--- src/rtl/ddr_init_pkg.sv ---
package ddr_init_pkg;

    // Command codes laid out as {cs_n, ras_n, cas_n, we_n}
    typedef enum logic [3:0] {
        CMD_LMR = 4'b0000,
        CMD_REF = 4'b0001,
        CMD_PRE = 4'b0010,
        CMD_NOP = 4'b0111
    } ddr_cmd_e;

    // Sequencer states, each named after the command it issues next
    typedef enum logic [2:0] {
        ST_PWR,
        ST_EMRS,
        ST_DLL,
        ST_PRE,
        ST_REF,
        ST_OP,
        ST_TAIL,
        ST_DONE
    } seq_state_e;

    // Command selected in the current cycle
    typedef enum logic [2:0] {
        STEP_NONE,
        STEP_EMRS,
        STEP_DLL,
        STEP_PRE,
        STEP_REF,
        STEP_OP
    } step_e;

    localparam int DLL_OFF_BIT = 0;
    localparam int DLL_RST_BIT = 8;
    localparam int ALL_BANK_BIT = 10;

endpackage

--- src/rtl/ddr_init_timer.sv ---
module ddr_init_timer #(
    parameter int W    = 8,
    parameter int INIT = 0
) (
    input  logic         clk,
    input  logic         rst_n,
    input  logic         load,
    input  logic [W-1:0] load_val,
    output logic         expired
);

    logic [W-1:0] cnt_d, cnt_q;

    always_comb begin
        cnt_d = cnt_q;
        if (load) begin
            cnt_d = load_val;
        end else if (cnt_q != '0) begin
            cnt_d = cnt_q - 1'b1;
        end
    end

    always_ff @(posedge clk or negedge rst_n) begin
        if (!rst_n) begin
            cnt_q <= W'(INIT);
        end else begin
            cnt_q <= cnt_d;
        end
    end

    assign expired = (cnt_q == '0);

endmodule

--- src/rtl/ddr_init_fmt.sv ---
module ddr_init_fmt
    import ddr_init_pkg::*;
#(
    parameter int ADDR_W = 12,
    parameter int BA_W   = 2,
    parameter logic [ADDR_W-1:0] MODE_WORD = '0,
    parameter logic [ADDR_W-1:0] EXT_WORD  = '0
) (
    input  step_e             step,
    output ddr_cmd_e          cmd,
    output logic [BA_W-1:0]   ba,
    output logic [ADDR_W-1:0] addr
);

    always_comb begin
        cmd  = CMD_NOP;
        ba   = '0;
        addr = '0;
        case (step)
            STEP_EMRS: begin
                cmd  = CMD_LMR;
                ba   = BA_W'(1);
                addr = EXT_WORD;
                addr[DLL_OFF_BIT] = 1'b0;
            end
            STEP_DLL: begin
                cmd  = CMD_LMR;
                addr = MODE_WORD;
                addr[DLL_RST_BIT] = 1'b1;
            end
            STEP_PRE: begin
                cmd  = CMD_PRE;
                addr[ALL_BANK_BIT] = 1'b1;
            end
            STEP_REF: begin
                cmd  = CMD_REF;
            end
            STEP_OP: begin
                cmd  = CMD_LMR;
                addr = MODE_WORD;
                addr[DLL_RST_BIT] = 1'b0;
            end
            default: begin
                cmd  = CMD_NOP;
            end
        endcase
    end

endmodule

--- src/rtl/ddr_init_seq.sv ---
module ddr_init_seq
    import ddr_init_pkg::*;
#(
    parameter int ADDR_W        = 12,
    parameter int BA_W          = 2,
    parameter int STAB_CYCLES   = 20000,
    parameter int CKE_WAIT      = 4,
    parameter int MRD_CYCLES    = 2,
    parameter int RP_CYCLES     = 4,
    parameter int RFC_CYCLES    = 15,
    parameter int REFRESH_COUNT = 2,
    parameter int LOCK_CYCLES   = 200,
    parameter logic [ADDR_W-1:0] MODE_WORD = ADDR_W'(12'h032),
    parameter logic [ADDR_W-1:0] EXT_WORD  = '0
) (
    input  logic              clk,
    input  logic              rst_n,
    output logic              cke,
    output logic              cs_n,
    output logic              ras_n,
    output logic              cas_n,
    output logic              we_n,
    output logic [BA_W-1:0]   ba,
    output logic [ADDR_W-1:0] addr,
    output logic              done
);

    localparam int SPAN = STAB_CYCLES + CKE_WAIT + MRD_CYCLES + RP_CYCLES
                        + RFC_CYCLES + LOCK_CYCLES;
    localparam int TW = $clog2(SPAN + 1);
    localparam int RW = $clog2(REFRESH_COUNT + 1);

    typedef struct packed {
        seq_state_e        state;
        logic [RW-1:0]     refs;
        logic              cke;
        ddr_cmd_e          cmd;
        logic [BA_W-1:0]   ba;
        logic [ADDR_W-1:0] addr;
        logic              done;
    } seq_reg_t;

    seq_reg_t r_d, r_q;

    step_e             step;
    ddr_cmd_e          fmt_cmd;
    logic [BA_W-1:0]   fmt_ba;
    logic [ADDR_W-1:0] fmt_addr;
    logic              st_load, st_exp;
    logic [TW-1:0]     st_val;
    logic              lk_load, lk_exp;

    // Gap timer shared by all steps; starts with the settling delay
    ddr_init_timer #(
        .W    (TW),
        .INIT (STAB_CYCLES - 1)
    ) stage_tmr_i (
        .clk      (clk),
        .rst_n    (rst_n),
        .load     (st_load),
        .load_val (st_val),
        .expired  (st_exp)
    );

    // Lock wait runs beside the remaining steps
    ddr_init_timer #(
        .W    (TW),
        .INIT (0)
    ) lock_tmr_i (
        .clk      (clk),
        .rst_n    (rst_n),
        .load     (lk_load),
        .load_val (TW'(LOCK_CYCLES - 1)),
        .expired  (lk_exp)
    );

    ddr_init_fmt #(
        .ADDR_W    (ADDR_W),
        .BA_W      (BA_W),
        .MODE_WORD (MODE_WORD),
        .EXT_WORD  (EXT_WORD)
    ) fmt_i (
        .step (step),
        .cmd  (fmt_cmd),
        .ba   (fmt_ba),
        .addr (fmt_addr)
    );

    always_comb begin
        r_d     = r_q;
        step    = STEP_NONE;
        st_load = 1'b0;
        st_val  = '0;
        lk_load = 1'b0;
        case (r_q.state)
            ST_PWR: begin
                if (st_exp) begin
                    r_d.state = ST_EMRS;
                    st_load   = 1'b1;
                    st_val    = TW'(CKE_WAIT - 1);
                end
            end
            ST_EMRS: begin
                if (st_exp) begin
                    step      = STEP_EMRS;
                    r_d.state = ST_DLL;
                    st_load   = 1'b1;
                    st_val    = TW'(MRD_CYCLES - 1);
                end
            end
            ST_DLL: begin
                if (st_exp) begin
                    step      = STEP_DLL;
                    r_d.state = ST_PRE;
                    st_load   = 1'b1;
                    st_val    = TW'(MRD_CYCLES - 1);
                    lk_load   = 1'b1;
                end
            end
            ST_PRE: begin
                if (st_exp) begin
                    step      = STEP_PRE;
                    r_d.state = ST_REF;
                    r_d.refs  = '0;
                    st_load   = 1'b1;
                    st_val    = TW'(RP_CYCLES - 1);
                end
            end
            ST_REF: begin
                if (st_exp) begin
                    step    = STEP_REF;
                    st_load = 1'b1;
                    st_val  = TW'(RFC_CYCLES - 1);
                    if (r_q.refs == RW'(REFRESH_COUNT - 1)) begin
                        r_d.state = ST_OP;
                    end else begin
                        r_d.refs = r_q.refs + 1'b1;
                    end
                end
            end
            ST_OP: begin
                if (st_exp) begin
                    step      = STEP_OP;
                    r_d.state = ST_TAIL;
                    st_load   = 1'b1;
                    st_val    = TW'(MRD_CYCLES - 1);
                end
            end
            ST_TAIL: begin
                if (st_exp && lk_exp) begin
                    r_d.state = ST_DONE;
                end
            end
            default: begin
                r_d.state = ST_DONE;
            end
        endcase
        r_d.cke  = (r_d.state != ST_PWR);
        r_d.cmd  = fmt_cmd;
        r_d.ba   = fmt_ba;
        r_d.addr = fmt_addr;
        r_d.done = (r_d.state == ST_DONE);
    end

    always_ff @(posedge clk or negedge rst_n) begin
        if (!rst_n) begin
            r_q.state <= ST_PWR;
            r_q.refs  <= '0;
            r_q.cke   <= 1'b0;
            r_q.cmd   <= CMD_NOP;
            r_q.ba    <= '0;
            r_q.addr  <= '0;
            r_q.done  <= 1'b0;
        end else begin
            r_q <= r_d;
        end
    end

    assign cke   = r_q.cke;
    assign cs_n  = r_q.cmd[3];
    assign ras_n = r_q.cmd[2];
    assign cas_n = r_q.cmd[1];
    assign we_n  = r_q.cmd[0];
    assign ba    = r_q.ba;
    assign addr  = r_q.addr;
    assign done  = r_q.done;

endmodule

--- config.mk ---
export PLATFORM = sky130hd
export DESIGN_NAME = ddr_init_seq
export DESIGN_NICKNAME = d
export VERILOG_FILES = /design/src/rtl/ddr_init_pkg.sv /design/src/rtl/ddr_init_timer.sv /design/src/rtl/ddr_init_fmt.sv /design/src/rtl/ddr_init_seq.sv
export SDC_FILE = /design/constraint.sdc
export NUM_CORES = 1
export LEC_CHECK = 0
export BUFFER_PORTS_ARGS = -buffer_cell sky130_fd_sc_hd__buf_2
export CORE_ASPECT_RATIO = 1.25
export CORE_MARGIN = 2
export CORE_UTILIZATION = 60
export CTS_BUF_LIST = sky130_fd_sc_hd__clkbuf_4 sky130_fd_sc_hd__clkbuf_8
export CTS_CLUSTER_DIAMETER = 40
export DETAILED_ROUTE_END_ITERATION = 10
export PLACE_DENSITY = 0.92
export SYNTH_ARGS = -nofsm -noshare
export SYNTH_HDL_FRONTEND = slang
export SYNTH_SLANG_ARGS = --single-unit
export TNS_END_PERCENT = 10
--- constraint.sdc ---
create_clock -name clk -period 5.86 [get_ports clk]
set_input_delay 0.293 -clock clk [delete_from_list [all_inputs] [get_ports clk]]
set_output_delay 0.293 -clock clk [all_outputs]
set_load 0.005 [all_outputs]
==> flow_summary.toml, run 1 <==
[cts]
cts.path.max_buffers = 2
numCtsBuffers = 5
cts_hold_buffers = 0
cts_setup_buffers = 0
clkLatencyLatePin_ns = 0.30
cts.sinks = 44
path_clk_slew_ns = 0.08
ctsResizeCount = 0
htreeDepth = 2
cts_tree = "built"
cts_root_buffer = "clkbuf_8"

[global_route]
antenna_found_initial = 0
track_usage = 0.214
grt_overflow_total = 0
grtUsageMet3 = 0.0560
use_met2 = 0.374
grt-busiest-layer = "met2"
grt_pass1_wl_um = 7290
grt_max_degree = 45
grt_pass1_vias = 1702
use_met1 = 0.249

[yosys]
post_synth.cell_area_avg_um2 = 10.0
synth-seq-area-share = 0.457
postSynthCellCount = 244
synth_cell_type_count = 50
async_flop_share = 1.00
synth_seq_cells = 44
synth_ff_type = "dfrtp_1"
synth_top_area_share = 0.328
mappedNetlistArea_um2 = 2440
synth_warnings = 0
yosysTopAreaCell = "dfrtp_1"
ys_top_cells_by_area = "dfrtp_1 (33%), dfstp_2 (13%), buf_4 (5.2%)"
synth_edf_count = 0

[final_layout]
drive_gt1_frac = 0.196
post-route-util = 0.673
multiInputGateArea_um2 = 1180
syn_to_final_growth_pct = 6.00
nNetsFinal = 256
mostFrequentLayoutCell = "dfrtp_1"
fillers = 289
final_cell_mix = "dfrtp_1 (32), nor2_1 (25), nand2_1 (22)"
regArea_um2 = 1120
diodes = 0

[pwr]
max-vdd-ir-drop_mv = 0.249
cellLeakagePower_nw = 1.11
finalPower_w = 0.000586
p_per_area_nw_per_um2 = 226

[die]
rows = 25
die_h_um = 75.3
dieWidth_um = 61.1
die_area_um2 = 4600
io_pins = 22
start_util = 0.634
coreArea_um2 = 3850

[sta]
tns_ns = 0
fmax_ghz = 0.455
setup_viol_count_final = 0
fin_crit_sh = 0.375
rsz0062_at_grt = "false"
skew_ns = 0.00870
slew_headroom = 0.377
period_needed_ns = 2.20
hold_viol = 0
worst_pin_slew_ns = 0.935
slew_viol_final = 0

[route]
drtIter0Drc = 124
firstDrtPassIters = 5
wl_per_cell_um = 13.7
routed_via_density = 5.86
vias = 1782
ant_nets = 0
routed_wl_um = 4180
drc = 0

[critical_path]
reg2reg_to = "r_q[21]"
path_delay_family = "simple AND/OR/NAND/NOR gates"
end_kind = "register"
cp.depth = 6
reg2regPathDepth = 6
crit_fanout = 14
arrival_ns = 2.38
reg2reg_from = "stage_tmr_i.cnt_q[0]"
crit_type = "reg2reg"
critical_path_required_ns = 6.04
r2r_slack_ns = 3.66
path_buf_inv = 1
cp-start-kind = "register"
crit_chain = "inv_1 -> ha_1 -> nor4b_1 -> and4_1 -> nand2_1 -> a211o_1"
cpPeakStageDelay_ns = 0.56
cp_slowest_cell = "and4_1"

[hold_path]
hold_path_class = "in2async"

[placement]
place.gp.congestion = 0.809
port_buffers = 12
dp_hpwl_um = 2970

[run]
drv_cap = 0

[status]
status = "finished clean"
synthesized netlist by cell type (2+ instances only):
library cell and instances:
dfrtp_1 32, nor2_1 25, nand2_1 22, buf_4 17
a21oi_1 14, dfstp_2 12, inv_1 8, xnor2_1 8
mux2i_1 7, o21ai_0 7, nor3_1 6, ha_1 5
nor4_1 5, o31ai_1 5, or4_1 5, clkbuf_1 4
nand2b_1 4, nand4_1 4, nor4_4 4, xor2_1 4
a31oi_1 3, nand3_1 3, o211ai_1 3, or3b_2 3
a211o_1 2, a31o_2 2, and4_1 2, nand3b_1 2
nand4b_1 2, nor2_2 2, nor3b_1 2, or2_2 2
per-stage QoR:
stage | area (µm²) | hold WS, ns | instances | setup WS [ns]
global route | 2590 | 0.213 | 304 | 3.49
CTS | 2590 | 0.155 | 304 | 3.67
floorplan | 2470 | -0.00259 | 252 | 4.03
finish | 2590 | 0.134 | 304 | 3.66
global placement | 2450 | 0.472 | 296 | 3.78
detailed placement | 2450 | 0.482 | 296 | 3.69
power by group:
group          switching, W  internal, W
registers                 0     0.000304
logic            0.00000686  0.000000242
clock network     0.0000998     0.000175
per-layer routing:
metal	up-vias	wire, µm
met1	886	1800
met3	4	117
li1	864	-
met2	28	2210
met4	0	42
met5	-	0
cell families (layout without fill, tap and decap cells):
kind of cell | after synthesis | in the layout | share of synthesized area
simple gates | 104 | 104 | 0.264
buf+inv | 30 | 28 | 0.0728
mux | 7 | 7 | 0.0287
compound gates | 41 | 41 | 0.107
other cells | 1 | 9 | 0.00154
fa+ha+maj | 5 | 5 | 0.0256
xor+xnor | 12 | 12 | 0.0431
flops | 44 | 44 | 0.457
how the worst max path moves through the flow:
stage / startpoint / end
finish: stage_tmr_i.cnt_q[0] / r_q[21]
global route: stage_tmr_i.cnt_q[0] / r_q[20]
CTS: stage_tmr_i.cnt_q[0] / r_q[20]
detailed placement: stage_tmr_i.cnt_q[0] / r_q[20]
global placement: stage_tmr_i.cnt_q[0] / r_q[21]
floorplan: lock_tmr_i.cnt_q[0] / lock_tmr_i.cnt_q[9]
layout make-up:
class | count | share of cell area
clock buffers | 6 | 0.0295
flip-flops and latches | 44 | 0.431
well taps | 54 | 0.0261
inverters | 8 | 0.0116
clock inverters | 2 | 0.0232
multi-input cells | 178 | 0.455
repair buffers | 12 | 0.0232
flip-flops by register name (all words and copies together) (netlist names):
signal,count
done,1
stage_tmr_i.cnt_q,15
cas_n,1
ba,1
we_n,1
addr,3
ras_n,1
lock_tmr_i.cnt_q,15
cke,1
r_q,5
(Power assumes the default switching activity.)
==> inputs of run 2 (changes only) <==
==> constraint.sdc (replaced) <==
create_clock -name clk -period 2.12 [get_ports clk]
set_input_delay 0.106 -clock clk [delete_from_list [all_inputs] [get_ports clk]]
set_output_delay 0.106 -clock clk [all_outputs]
set_load 0.005 [all_outputs]
==> flow_summary.toml, run 2 (synthesis gave the netlist of run 1 again) <==
[status]
status = "finished clean"

[cts]
numCtsBuffers = 5
path_clk_slew_ns = 0.08
cts.sinks = 44
clkLatencyLatePin_ns = 0.30
htreeDepth = 2
cts_tree = "built"
cts_root_buffer = "clkbuf_8"
cts_setup_buffers = 0
cts.path.max_buffers = 2

[sta]
rsz0062_at_grt = "false"
skew_ns = 0.00760
tns_ns = 0
slew_headroom = 0.386
slew_viol_final = 0
period_needed_ns = 1.92
fin_crit_sh = 0.905
hold_viol = 0
worst_pin_slew_ns = 0.921
setup_slack_ns = 0.201
fmax_ghz = 0.521
setup_viol_count_final = 0

[route]
drtIter0Drc = 109
firstDrtPassIters = 4
routed_via_density = 5.80
drc = 0
ant_nets = 0
vias = 1820
wl_per_cell_um = 14.1
routed_wl_um = 4430

[placement]
dp_slack_ns = 0.0986
port_buffers = 12
dp_hpwl_um = 3140
place.gp.congestion = 0.858

[global_route]
grt_max_degree = 45
grt-busiest-layer = "met2"
grt_pass1_vias = 1738
grtUsageMet3 = 0.0509
track_usage = 0.224
grt_pass1_wl_um = 7630
antenna_found_initial = 0
use_met2 = 0.378
grt_overflow_total = 0
use_met1 = 0.277

[critical_path]
r2r_slack_ns = 0.20
arrival_ns = 2.15
cpPeakStageDelay_ns = 0.50
path_delay_family = "simple AND/OR/NAND/NOR gates"
cp-start-kind = "register"
reg2reg_to = "lock_tmr_i.cnt_q[5]"
end_kind = "register"
path_buf_inv = 1
reg2reg_from = "lock_tmr_i.cnt_q[0]"
crit_chain = "inv_1 -> ha_1 -> nor4b_2 -> and4_1 -> or4_1 -> a21oi_1"
crit_fanout = 10
crit_type = "reg2reg"
reg2regPathDepth = 6
critical_path_required_ns = 2.35
cp_slowest_cell = "or4_1"

[die]
rows = 25
dieWidth_um = 61.1
die_h_um = 75.3
coreArea_um2 = 3850
die_area_um2 = 4600
io_pins = 22
start_util = 0.634

[final_layout]
syn_to_final_growth_pct = 8.46
final_cell_mix = "dfrtp_1 (32), nor2_1 (25), nand2_1 (22)"
drive_gt1_frac = 0.231
diodes = 0
nNetsFinal = 266
top_regs = "lock_tmr_i.cnt_q (15), stage_tmr_i.cnt_q (15), r_q (5)"
mostFrequentLayoutCell = "dfrtp_1"

[pwr]
max-vdd-ir-drop_mv = 0.419
cellLeakagePower_nw = 1.15
p_per_area_nw_per_um2 = 568

[run]
drv_cap = 0

[hold_path]
hold_path_class = "in2async"
[run 2: cell count changes in the layout (fill, tap and decap cells not counted), sizes merged]
cell	delta
buf	+9
bufinv	-1
clkinv	+1
dlygate4sd3	+1
[run 2: worst max path at each step]
| stage | slack, ns | depth (start not counted) | startpoint | endpoint |
|---|---|---|---|---|
| 2_1_floorplan | 0.29 | 7 | lock_tmr_i.cnt_q[0] | lock_tmr_i.cnt_q[9] |
| 3_3_place_gp | 0.16 | 6 | stage_tmr_i.cnt_q[0] | r_q[21] |
| 3_5_place_dp | 0.1 | 6 | stage_tmr_i.cnt_q[0] | r_q[21] |
| 4_1_cts | 0.08 | 6 | stage_tmr_i.cnt_q[0] | r_q[21] |
| 5_1_grt | 0.05 | 6 | lock_tmr_i.cnt_q[0] | lock_tmr_i.cnt_q[8] |
| 6_report | 0.20 | 6 | lock_tmr_i.cnt_q[0] | lock_tmr_i.cnt_q[5] |
[run 2: power by group]
part / internal [W] / switching (W)
logic: 0.00000184 / 0.0000190
registers: 0.000840 / 0
clock network: 0.000363 / 0.000281
total: 0.00120 / 0.000300
[run 2: timing repair]
| item | 4_1_cts | 5_1_grt |
|---|---|---|
| gates resized for setup | 0 | 2 |
| endpoints found under the hold margin | 32 | 0 |
| setup endpoints to repair | 0 | 13 |
| hold buffers | 1 | 0 |
[run 2: area by class of cell]
class                           instances  area, µm²
Inverter                                8       30.0
Sequential cell                        44       1120
Clock buffer                            6       76.3
Tap cell                               54       67.6
Fill cell                             283       1200
Timing Repair Buffer                   22        138
Clock inverter                          2       35.0
Multi-Input combinational cell        178       1180
[run 2: per-layer routing]
| metal | vias to the layer above | part of all wire |
|---|---|---|
| met2 | 29 | 0.52 |
| met1 | 892 | 0.44 |
| met4 | 0 | 0.019 |
| li1 | 890 | - |
| met5 | - | 0 |
| met3 | 9 | 0.025 |
[run 2: per-stage QoR]
stage          hold WS [ns]  power (W)  cells   util  instance area [µm²]
2_1_floorplan        -0.190   0.000871    252      -                 2470
3_3_place_gp          0.289   0.000875    305  0.655                 2520
3_5_place_dp          0.292   0.000875    305  0.655                 2520
4_1_cts               0.499    0.00151    314  0.686                 2640
5_1_grt               0.506    0.00156    314  0.688                 2650
6_report              0.498    0.00150    314  0.688                 2650
